--- config.mk ---
export PLATFORM = sky130hd
export DESIGN_NAME = shortfault_locator
export DESIGN_NICKNAME = d
export VERILOG_FILES = /design/src/rtl/sfl_pkg.sv /design/src/rtl/sfl_sync.sv /design/src/rtl/sfl_mode_gate.sv /design/src/rtl/sfl_resolver.sv /design/src/rtl/shortfault_locator.sv
export SDC_FILE = /design/constraint.sdc
export NUM_CORES = 1
export LEC_CHECK = 0
export BUFFER_PORTS_ARGS = -buffer_cell sky130_fd_sc_hd__buf_2
export CORE_MARGIN = 1.5
export CORE_UTILIZATION = 38
export CTS_CLUSTER_SIZE = 24
export DETAILED_ROUTE_END_ITERATION = 8
export GPL_TIMING_DRIVEN = 0
export SLEW_MARGIN = 20
export SYNTH_ARGS = -nofsm -noshare
export SYNTH_HDL_FRONTEND = slang
export SYNTH_SLANG_ARGS = --single-unit
--- constraint.sdc ---
create_clock -name clk -period 2.23 [get_ports clk]
set_clock_uncertainty 0.15 [all_clocks]
set_input_delay 0.3345 -clock clk [delete_from_list [all_inputs] [get_ports clk]]
set_output_delay 0.3345 -clock clk [all_outputs]
set_load 0.01 [all_outputs]
--- src/rtl/sfl_pkg.sv ---
package sfl_pkg;

    typedef enum logic [1:0] {
        ST_WATCH = 2'd0,
        ST_HOLD  = 2'd1,
        ST_PROBE = 2'd2,
        ST_DONE  = 2'd3
    } sfl_state_e;

    // switch codes, bit k-1 = Qk
    localparam logic [3:0] SW_Q1 = 4'b0001;
    localparam logic [3:0] SW_Q2 = 4'b0010;
    localparam logic [3:0] SW_Q3 = 4'b0100;
    localparam logic [3:0] SW_Q4 = 4'b1000;

    // mode = {s1, s3}
    localparam logic [1:0] MD_LO_LO = 2'b00;
    localparam logic [1:0] MD_LO_HI = 2'b01;
    localparam logic [1:0] MD_HI_LO = 2'b10;
    localparam logic [1:0] MD_HI_HI = 2'b11;

    function automatic logic sfl_needs_probe(input logic [1:0] md);
        return (md == MD_HI_LO) || (md == MD_LO_HI);
    endfunction

    // immediate polarity resolution for modes where sm separates the pair
    function automatic logic [3:0] sfl_direct_pick(input logic [1:0] md, input logic sm);
        logic [3:0] r;
        unique case (md)
            MD_HI_HI: r = sm ? SW_Q4 : SW_Q2;
            MD_LO_LO: r = sm ? SW_Q1 : SW_Q3;
            default:  r = 4'b0000;
        endcase
        return r;
    endfunction

    // single switch driven during the probe window
    function automatic logic [3:0] sfl_probe_gate(input logic [1:0] md);
        logic [3:0] r;
        unique case (md)
            MD_HI_LO: r = SW_Q2;
            MD_LO_HI: r = SW_Q1;
            default:  r = 4'b0000;
        endcase
        return r;
    endfunction

    // probe verdict: sm high -> driven switch, low -> other candidate
    function automatic logic [3:0] sfl_probe_pick(input logic [1:0] md, input logic sm);
        logic [3:0] other;
        unique case (md)
            MD_HI_LO: other = SW_Q3;
            MD_LO_HI: other = SW_Q4;
            default:  other = 4'b0000;
        endcase
        return sm ? sfl_probe_gate(md) : other;
    endfunction

endpackage

--- src/rtl/sfl_sync.sv ---
module sfl_sync #(
    parameter int WIDTH  = 2,
    parameter int STAGES = 2
) (
    input  logic             clk,
    input  logic             rst_n,
    input  logic [WIDTH-1:0] din,
    output logic [WIDTH-1:0] dout
);
    localparam int LAST = STAGES - 1;

    for (genvar b = 0; b < WIDTH; b++) begin : g_bit
        logic [STAGES-1:0] chain;
        always_ff @(posedge clk or negedge rst_n) begin
            if (!rst_n) begin
                chain <= '0;
            end else begin
                chain <= {chain[STAGES-2:0], din[b]};
            end
        end
        assign dout[b] = chain[LAST];
    end
endmodule

--- src/rtl/sfl_mode_gate.sv ---
module sfl_mode_gate (
    input  logic [3:0] gate_cmd,
    input  logic       sid_s,
    output logic [3:0] term,
    output logic       hit,
    output logic [1:0] hit_mode
);
    import sfl_pkg::*;

    localparam int NUM_MODES = 4;

    logic       legs_ok;
    logic [1:0] md;

    // dead time or overlap on either leg suppresses every term
    assign legs_ok = (gate_cmd[1] == ~gate_cmd[0]) && (gate_cmd[3] == ~gate_cmd[2]);
    assign md      = {gate_cmd[0], gate_cmd[2]};

    for (genvar m = 0; m < NUM_MODES; m++) begin : g_term
        assign term[m] = legs_ok && sid_s && (md == 2'(m));
    end

    always_comb begin
        hit_mode = MD_LO_LO;
        for (int i = 0; i < NUM_MODES; i++) begin
            if (term[i]) hit_mode = 2'(i);
        end
    end

    assign hit = |term;
endmodule

--- src/rtl/sfl_resolver.sv ---
module sfl_resolver #(
    parameter int HOLD_CYC   = 5,
    parameter int WIN_CYC    = 6,
    parameter int SETTLE_CYC = 3
) (
    input  logic       clk,
    input  logic       rst_n,
    input  logic       clear,
    input  logic       hit,
    input  logic [1:0] hit_mode,
    input  logic       sm_s,
    output logic       fault_det,
    output logic       gate_lock,
    output logic [3:0] gate_force,
    output logic [3:0] fault_onehot
);
    import sfl_pkg::*;

    localparam int MAX_CYC = (HOLD_CYC > WIN_CYC) ? HOLD_CYC : WIN_CYC;
    localparam int CNT_W   = $clog2(MAX_CYC + 1);
    localparam logic [CNT_W-1:0] HOLD_LAST = CNT_W'(HOLD_CYC - 1);
    localparam logic [CNT_W-1:0] WIN_LAST  = CNT_W'(WIN_CYC - 1);
    localparam logic [CNT_W-1:0] SMP_AT    = CNT_W'(SETTLE_CYC);

    sfl_state_e       st, st_nx;
    logic [CNT_W-1:0] cnt;
    logic [1:0]       mode_q;
    logic             smp_q;
    logic [3:0]       flag_n;   // active-low per-switch fault flags

    // next state
    always_comb begin
        st_nx = st;
        unique case (st)
            ST_WATCH: if (hit) st_nx = sfl_needs_probe(hit_mode) ? ST_HOLD : ST_DONE;
            ST_HOLD:  if (cnt == HOLD_LAST) st_nx = ST_PROBE;
            ST_PROBE: if (cnt == WIN_LAST) st_nx = ST_DONE;
            ST_DONE:  st_nx = ST_DONE;
            default:  st_nx = ST_WATCH;
        endcase
        if (clear) st_nx = ST_WATCH;
    end

    // state and working registers
    always_ff @(posedge clk or negedge rst_n) begin
        if (!rst_n) begin
            st     <= ST_WATCH;
            cnt    <= '0;
            mode_q <= MD_LO_LO;
            smp_q  <= 1'b0;
            flag_n <= '1;
        end else begin
            st <= st_nx;
            if (st_nx != st) begin
                cnt <= '0;
            end else if (cnt != '1) begin
                cnt <= cnt + 1'b1;
            end
            if (clear) begin
                flag_n <= '1;
                smp_q  <= 1'b0;
            end else begin
                unique case (st)
                    ST_WATCH: begin
                        if (hit) begin
                            mode_q <= hit_mode;
                            if (!sfl_needs_probe(hit_mode)) begin
                                flag_n <= ~sfl_direct_pick(hit_mode, sm_s);
                            end
                        end
                    end
                    ST_PROBE: begin
                        if (cnt == SMP_AT) smp_q <= sm_s;
                        if (cnt == WIN_LAST) flag_n <= ~sfl_probe_pick(mode_q, smp_q);
                    end
                    default: ;
                endcase
            end
        end
    end

    // outputs
    always_comb begin
        fault_det  = 1'b0;
        gate_lock  = 1'b0;
        gate_force = 4'b0000;
        unique case (st)
            ST_WATCH: ;
            ST_HOLD: begin
                fault_det = 1'b1;
                gate_lock = 1'b1;
            end
            ST_PROBE: begin
                fault_det  = 1'b1;
                gate_lock  = 1'b1;
                gate_force = sfl_probe_gate(mode_q);
            end
            ST_DONE: begin
                fault_det = 1'b1;
                gate_lock = 1'b1;
            end
            default: ;
        endcase
        fault_onehot = ~flag_n;
    end

    AST_VERDICT_ONEHOT: assert property (@(posedge clk) disable iff (!rst_n)
        $onehot0(fault_onehot));
    AST_FORCE_SINGLE: assert property (@(posedge clk) disable iff (!rst_n)
        $countones(gate_force) <= 1);
    AST_FORCE_UNDER_LOCK: assert property (@(posedge clk) disable iff (!rst_n)
        (gate_force != 4'b0000) |-> gate_lock);
    AST_PROBE_AFTER_LOCK: assert property (@(posedge clk) disable iff (!rst_n)
        $rose(gate_force != 4'b0000) |-> $past(gate_lock));
    AST_DET_FROM_TERM: assert property (@(posedge clk) disable iff (!rst_n)
        $rose(fault_det) |-> $past(hit));
    AST_DET_STICKY: assert property (@(posedge clk) disable iff (!rst_n)
        (fault_det && !clear) |=> fault_det);
    AST_VERDICT_HELD: assert property (@(posedge clk) disable iff (!rst_n)
        ((fault_onehot != 4'b0000) && !clear) |=> $stable(fault_onehot));
    AST_CLEAR_DROPS: assert property (@(posedge clk) disable iff (!rst_n)
        clear |=> (!fault_det && fault_onehot == 4'b0000));
endmodule

--- src/rtl/shortfault_locator.sv ---
module shortfault_locator #(
    parameter int HOLD_CYC   = 5,
    parameter int WIN_CYC    = 6,
    parameter int SETTLE_CYC = 3
) (
    input  logic       clk,
    input  logic       rst_n,
    input  logic       clear,
    input  logic [3:0] gate_cmd,
    input  logic       sid_async,
    input  logic       sm_async,
    output logic       fault_det,
    output logic       gate_lock,
    output logic [3:0] gate_force,
    output logic [3:0] fault_onehot
);
    logic [1:0] sync_q;
    logic [3:0] term;
    logic       hit;
    logic [1:0] hit_mode;

    sfl_sync #(.WIDTH(2), .STAGES(2)) u_sync (
        .clk  (clk),
        .rst_n(rst_n),
        .din  ({sm_async, sid_async}),
        .dout (sync_q)
    );

    sfl_mode_gate u_mode (
        .gate_cmd(gate_cmd),
        .sid_s   (sync_q[0]),
        .term    (term),
        .hit     (hit),
        .hit_mode(hit_mode)
    );

    sfl_resolver #(
        .HOLD_CYC  (HOLD_CYC),
        .WIN_CYC   (WIN_CYC),
        .SETTLE_CYC(SETTLE_CYC)
    ) u_res (
        .clk         (clk),
        .rst_n       (rst_n),
        .clear       (clear),
        .hit         (hit),
        .hit_mode    (hit_mode),
        .sm_s        (sync_q[1]),
        .fault_det   (fault_det),
        .gate_lock   (gate_lock),
        .gate_force  (gate_force),
        .fault_onehot(fault_onehot)
    );

    AST_TERM_EXCLUSIVE_DRIVE: assert property (@(posedge clk) disable iff (!rst_n)
        hit |-> (gate_cmd[1] != gate_cmd[0] && gate_cmd[3] != gate_cmd[2]));
endmodule

==> results.cfg, run 1 <==
[detailed_routing]
wl_per_cell_um = 13.0
drt_iter0_markers = 8
ant_nets = 0
first_pass_iters = 4
route.vias.total = 729
drc = 0
drt_wl_total_um = 1880
avgViaCountPerCell = 5.06

[power_and_ir_drop]
p_sw_mw = 0.299
seqPwrFrac_pct = 46.6
cellPowerDensity_nw_per_um2 = 796
p_clk_share_pct = 21.5
leakagePower_nw = 0.555
switching_share_pct = 33.7
pwr-share-comb_pct = 31.9
peakVddDrop_mv = 0.467
p_int_mw = 0.589

[cts]
cts_buffers = 3
clock_path_buffers = 2
cts_tree = done
postCtsSetupRepairBufs = 0
clk_pin_slew_ps = 90
cts_sinks = 16
postCtsResizedCells = 0
cts_hold_buf = 3
clock_latency_ps = 280
cts_htree_levels = 1
root_buffer = clkbuf_4

[floorplanning]
core_area_sq_um = 2280
row_count = 17
die_area_sq_um = 2770
fp.dieH_um = 52.6
die_w_um = 52.6
start_util_pct = 41.1
ioPinCount = 19

[synthesis]
synth_cell_types = 37
syn_inst = 93
yosysWarnings = 0
ys_seq_area_share_pct = 43.4
synth_area_per_cell_sq_um = 10.0
syn-cell-area_sq_um = 935
synth-seq-cells = 16

[status]
status = complete, no violations

[grt]
grt_start_max_net_pins = 17
grt_pass1_wl_um = 3020
antenna_found_initial = 0
grt_pass1_vias = 678
gr-usage-all-layers_pct = 15.2
globalRouteOverflowTotal = 0

[final_layout]
final_common_cell = buf_2
drive_above_1_share_pct = 27.6
syn2layout_area_growth_pct = 19.3
final_util_pct = 49.0
antennaDiodeCount = 0
final_nets = 132
design_area_sq_um = 1110
final_cell_mix = 16 x buf_2, 12 x dfrtp_1, 9 x inv_1

[run]
max-cap-violations = 0

[timing]
hold_viol_final = 0
min_period_ps = 1970
setup-tns-final_ps = 0
rsz0062_at_grt = no
fmax_ghz = 0.507
fin_crit_sh_pct = 88.4
setup_violations = 0
maxSlewViolCount = 0

[worst_setup_path]
cp.arrival_ps = 1490
crit_fanout = 9
end_kind = output port
critPathKind = flop to output port
startpoint_type = flop
required_ps = 1750

[worst_hold_path]
hold_path.class = input pin to flop

[placed_design]
dpl-instance-area_sq_um = 1050
hpwl_um = 1380
place.gp.congestion = 0.725
port_buffers = 15
[layout make-up]
type | count | area [sq um]
clock buffers | 4 | 36.3
inverters | 9 | 33.8
multi-input cells | 64 | 468
fillers | 213 | 1160
well taps | 28 | 35.0
flip-flops and latches | 16 | 405
repair buffers | 18 | 105
plain buffers | 5 | 31.3
[final timing paths]
check / start / to / slack (ps) / cells after the start
worst max-delay path: u_res.st[0] / gate_force[1] / 260 / 3
worst min-delay path: gate_cmd[2] / u_res.mode_q[0] / 200 / 2
worst max register to register: u_sync.g_bit[0].chain[1] / u_res.flag_n[0] / 340 / 7
worst min register to register: u_sync.g_bit[1].chain[0] / u_sync.g_bit[1].chain[1] / 210 / 0
max in group asynchronous: rst_n / u_res.flag_n[2] / 1290 / 2
min in group asynchronous: rst_n / u_sync.g_bit[1].chain[0] / 330 / 2
[worst max-delay path, cell delays in order (launching register included)]
cell and delay (ps):
dfrtp_1 470, nand2b_1 240, nor3b_1 310, buf_2 190
[power by group through the flow]
stage	Sequential [mW]	Combinational, mW	Clock, mW
finish	0.413	0.283	0.191
global route	0.423	0.326	0.212
detailed placement	0.417	0.279	0
CTS	0.411	0.289	0.200
global placement	0.414	0.271	0
floorplan	0.402	0.213	0
[metal layers]
metal / GRT usage, % / share of wire (%) / vias to the layer above
met5: 0 / 0 / -
met4: 7.69 / 0.69 / 0
met3: 1.71 / 3.9 / 2
met2: 23.8 / 48 / 14
met1: 20.7 / 48 / 347
li1: - / - / 366
[cell families (layout without fill, tap and decap cells)]
| group | Yosys count | count (layout) | synth area share [%] |
|---|---|---|---|
| and+or+nand+nor | 31 | 31 | 21.0 |
| AOI/OAI and AO/OA | 19 | 19 | 12.3 |
| DFF | 16 | 16 | 43.4 |
| buffers and inverters | 14 | 36 | 6.96 |
| adders and majority gates | 6 | 6 | 8.03 |
| xor gates and xnor gates | 3 | 3 | 4.42 |
| muxes | 3 | 3 | 3.48 |
| other | 1 | 2 | 0.401 |
[metrics by stage]
step / instances / setup WS, ps / hold slack, ps / power [mW]
3_3_place_gp: 137 / 51.8 / 111 / 0.685
3_5_place_dp: 137 / 17.0 / 120 / 0.696
6_report: 144 / 258 / 198 / 0.888
4_1_cts: 144 / 249 / 186 / 0.901
2_1_floorplan: 94 / 362 / -111 / 0.614
5_1_grt: 144 / 119 / 197 / 0.960
[state kept, by name, summed over array words and instances (netlist names)]
name and count:
u_res.cnt 3, u_res.flag_n 4, u_res.mode_q 2, u_res.smp_q 1, u_res.st 2, u_sync.g_bit.chain 4
[synth_stat cells]
| library cell | instances | area share [%] |
|---|---|---|
| a32oi_1 | 1 | 0.94 |
| nor2b_1 | 2 | 1.3 |
| dfstp_2 | 4 | 11 |
| conb_1 | 1 | 0.40 |
| and2_4 | 1 | 0.94 |
| clkbuf_1 | 1 | 0.40 |
| nand4b_2 | 1 | 1.6 |
| mux2i_1 | 1 | 1.1 |
| buf_4 | 3 | 2.4 |
| nand4b_1 | 3 | 2.8 |
| nand2b_1 | 1 | 0.67 |
| and3_1 | 1 | 0.67 |
| a32o_1 | 1 | 1.1 |
| buf_2 | 1 | 0.53 |
| mux2_1 | 2 | 2.4 |
| xor2_1 | 1 | 0.94 |
| and3b_1 | 1 | 0.94 |
| nand3_1 | 4 | 2.1 |
| nor3_1 | 2 | 1.1 |
| a211oi_1 | 1 | 0.80 |
| nand2_1 | 4 | 1.6 |
| nor3b_1 | 1 | 0.80 |
| nor2_1 | 5 | 2.0 |
| ha_1 | 6 | 8.0 |
| o21ai_1 | 3 | 1.6 |
| or3_1 | 1 | 0.67 |
| a21oi_1 | 5 | 2.7 |
| o21ai_0 | 2 | 1.1 |
| xor2_2 | 2 | 3.5 |
| dfrtp_1 | 12 | 32 |
| and4b_1 | 1 | 1.1 |
| o21a_1 | 1 | 0.80 |
| and4bb_2 | 1 | 1.3 |
| nand4_1 | 1 | 0.67 |
| inv_1 | 9 | 3.6 |
| or2_1 | 1 | 0.67 |
| a31oi_1 | 5 | 3.3 |
Note: power is estimated with default switching activity, not from simulation.
==> run 2: changes to the inputs <==
==> constraint.sdc (replaced) <==
create_clock -name clk -period 2.3 [get_ports clk]
set_clock_uncertainty 0.15 [all_clocks]
set_input_delay 0.345 -clock clk [delete_from_list [all_inputs] [get_ports clk]]
set_output_delay 0.345 -clock clk [all_outputs]
set_load 0.01 [all_outputs]
==> run 2 against run 1 <==
Effect of this change: flip-flop and latch count did not move; critical path depth stayed put; highest routed layer unchanged; die area unchanged; count of clock-buffer cells in the layout unchanged.
==> results.cfg, run 2 (same netlist as run 1, synthesis figures left out) <==
[worst_setup_path]
startpoint_type = flop
cp.arrival_ps = 1490
required_ps = 1800
crit_fanout = 9
crit_chain = nand2b_1 -> nor3b_1 -> buf_2
cpMaxStageDelayCell = dfrtp_1
crit_path_max_incr_delay_ps = 470
critPathKind = flop to output port
end_kind = output port

[floorplanning]
fp.dieH_um = 52.6
die_area_sq_um = 2770
start_util_pct = 41.1
die_w_um = 52.6
ioPinCount = 19
row_count = 17
core_area_sq_um = 2280

[final_layout]
stdcell_count = 144
fillers = 214
syn2layout_area_growth_pct = 19.3
top_regs = u_res.flag_n: 4 flops, u_sync.g_bit.chain: 4 flops, u_res.cnt: 3 flops
final_nets = 132
antennaDiodeCount = 0
multi_input_area_sq_um = 468
seq_area_sq_um = 405
final_cell_mix = 16 x buf_2, 12 x dfrtp_1, 9 x inv_1
drive_above_1_share_pct = 27.6
final_common_cell = buf_2

[cts]
clk_pin_slew_ps = 90
cts_htree_levels = 1
cts_buffers = 3
clock_path_buffers = 2
cts_tree = done
postCtsSetupRepairBufs = 0
clock_latency_ps = 280
root_buffer = clkbuf_4
cts_sinks = 16

[grt]
grt_start_max_net_pins = 17
globalRouteOverflowTotal = 0
gr-usage-all-layers_pct = 15.2
antenna_found_initial = 0
grt_pass1_vias = 678
grt_pass1_wl_um = 3020

[detailed_routing]
first_pass_iters = 4
wl_met3_um = 74
highest_layer = met4
drt_wl_total_um = 1880
met1_length_um = 898
route.met2.wl_um = 893
route.vias.total = 731
wl_per_cell_um = 13.1
drt_iter0_markers = 8
drc = 0
ant_nets = 0
avgViaCountPerCell = 5.08

[timing]
rsz0062_at_grt = no
setup_violations = 0
hold_viol_final = 0
setup-tns-final_ps = 0
min_period_ps = 1980
hold_slack_ps = 209
maxSlewViolCount = 0
fin_crit_sh_pct = 86.2
fmax_ghz = 0.504

[power_and_ir_drop]
p_int_mw = 0.571
p_clk_share_pct = 21.5
leakagePower_nw = 0.555
fin_total_pwr_mw = 0.861
switching_share_pct = 33.7
pwr-share-comb_pct = 31.9
peakVddDrop_mv = 0.455
cellPowerDensity_nw_per_um2 = 772
p_sw_mw = 0.290
seqPwrFrac_pct = 46.6

[placed_design]
port_buffers = 15
dp.cells = 137
place.gp.congestion = 0.725
hpwl_um = 1380

[status]
status = complete, no violations

[worst_hold_path]
hold_path.class = input pin to flop

[run]
max-cap-violations = 0
==> run 2: cell counts in the layout (fill, tap and decap cells not counted) <==
No cell type changed its count.
==> run 2: cell type report <==
class / instances / share of cell area [%]
repair buffers: 18 / 9.43
multi-input cells: 64 / 42.0
inverters: 9 / 3.03
plain buffers: 5 / 2.81
well taps: 28 / 3.14
clock buffers: 4 / 3.25
flip-flops and latches: 16 / 36.4
==> run 2: power groups by stage <==
stage	Clock, mW	Sequential (mW)	Combinational, mW
finish	0.185	0.401	0.275
global route	0.205	0.410	0.316
CTS	0.194	0.399	0.279
detailed placement	0	0.405	0.270
global placement	0	0.401	0.263
floorplan	0	0.389	0.206
==> run 2: per-stage QoR <==
step / setup slack, ps / util (%) / area [sq um]
6_report: 317 / 49.0 / 1110
5_1_grt: 179 / 49.0 / 1110
4_1_cts: 309 / 48.5 / 1100
3_5_place_dp: 76.5 / 46.1 / 1050
3_3_place_gp: 111 / 46.1 / 1050
2_1_floorplan: 421 / - / 938
==> run 2: path summary, 6_finish.rpt <==
| check | startpoint | endpoint | slack, ps | depth (start not counted) |
|---|---|---|---|---|
| min | gate_cmd[2] | u_res.mode_q[0] | 210 | 2 |
| max | u_res.st[0] | gate_force[1] | 320 | 3 |
| max in group asynchronous | rst_n | u_res.flag_n[2] | 1350 | 2 |
| min in group asynchronous | rst_n | u_sync.g_bit[1].chain[0] | 340 | 2 |
| min reg2reg | u_sync.g_bit[1].chain[0] | u_sync.g_bit[1].chain[1] | 210 | 0 |
| max reg2reg | u_sync.g_bit[0].chain[1] | u_res.flag_n[0] | 410 | 7 |
==> run 2: critical path: cells and delay by family, from the launching register on <==
family	cells	cell delay [ps]
and+or+nand+nor	2	550
buffers and inverters	1	190
DFF	1	470
==> run 2: metal layers <==
layer,track usage [%],vias up
li1,-,366
met1,20.7,349
met2,23.8,14
met3,1.71,2
met4,7.69,0
met5,0,-
==> run 2: what timing repair did <==
action,in CTS,in global routing
hold buffers,2,1
endpoints found under the hold margin,13,1
resized for setup,0,0
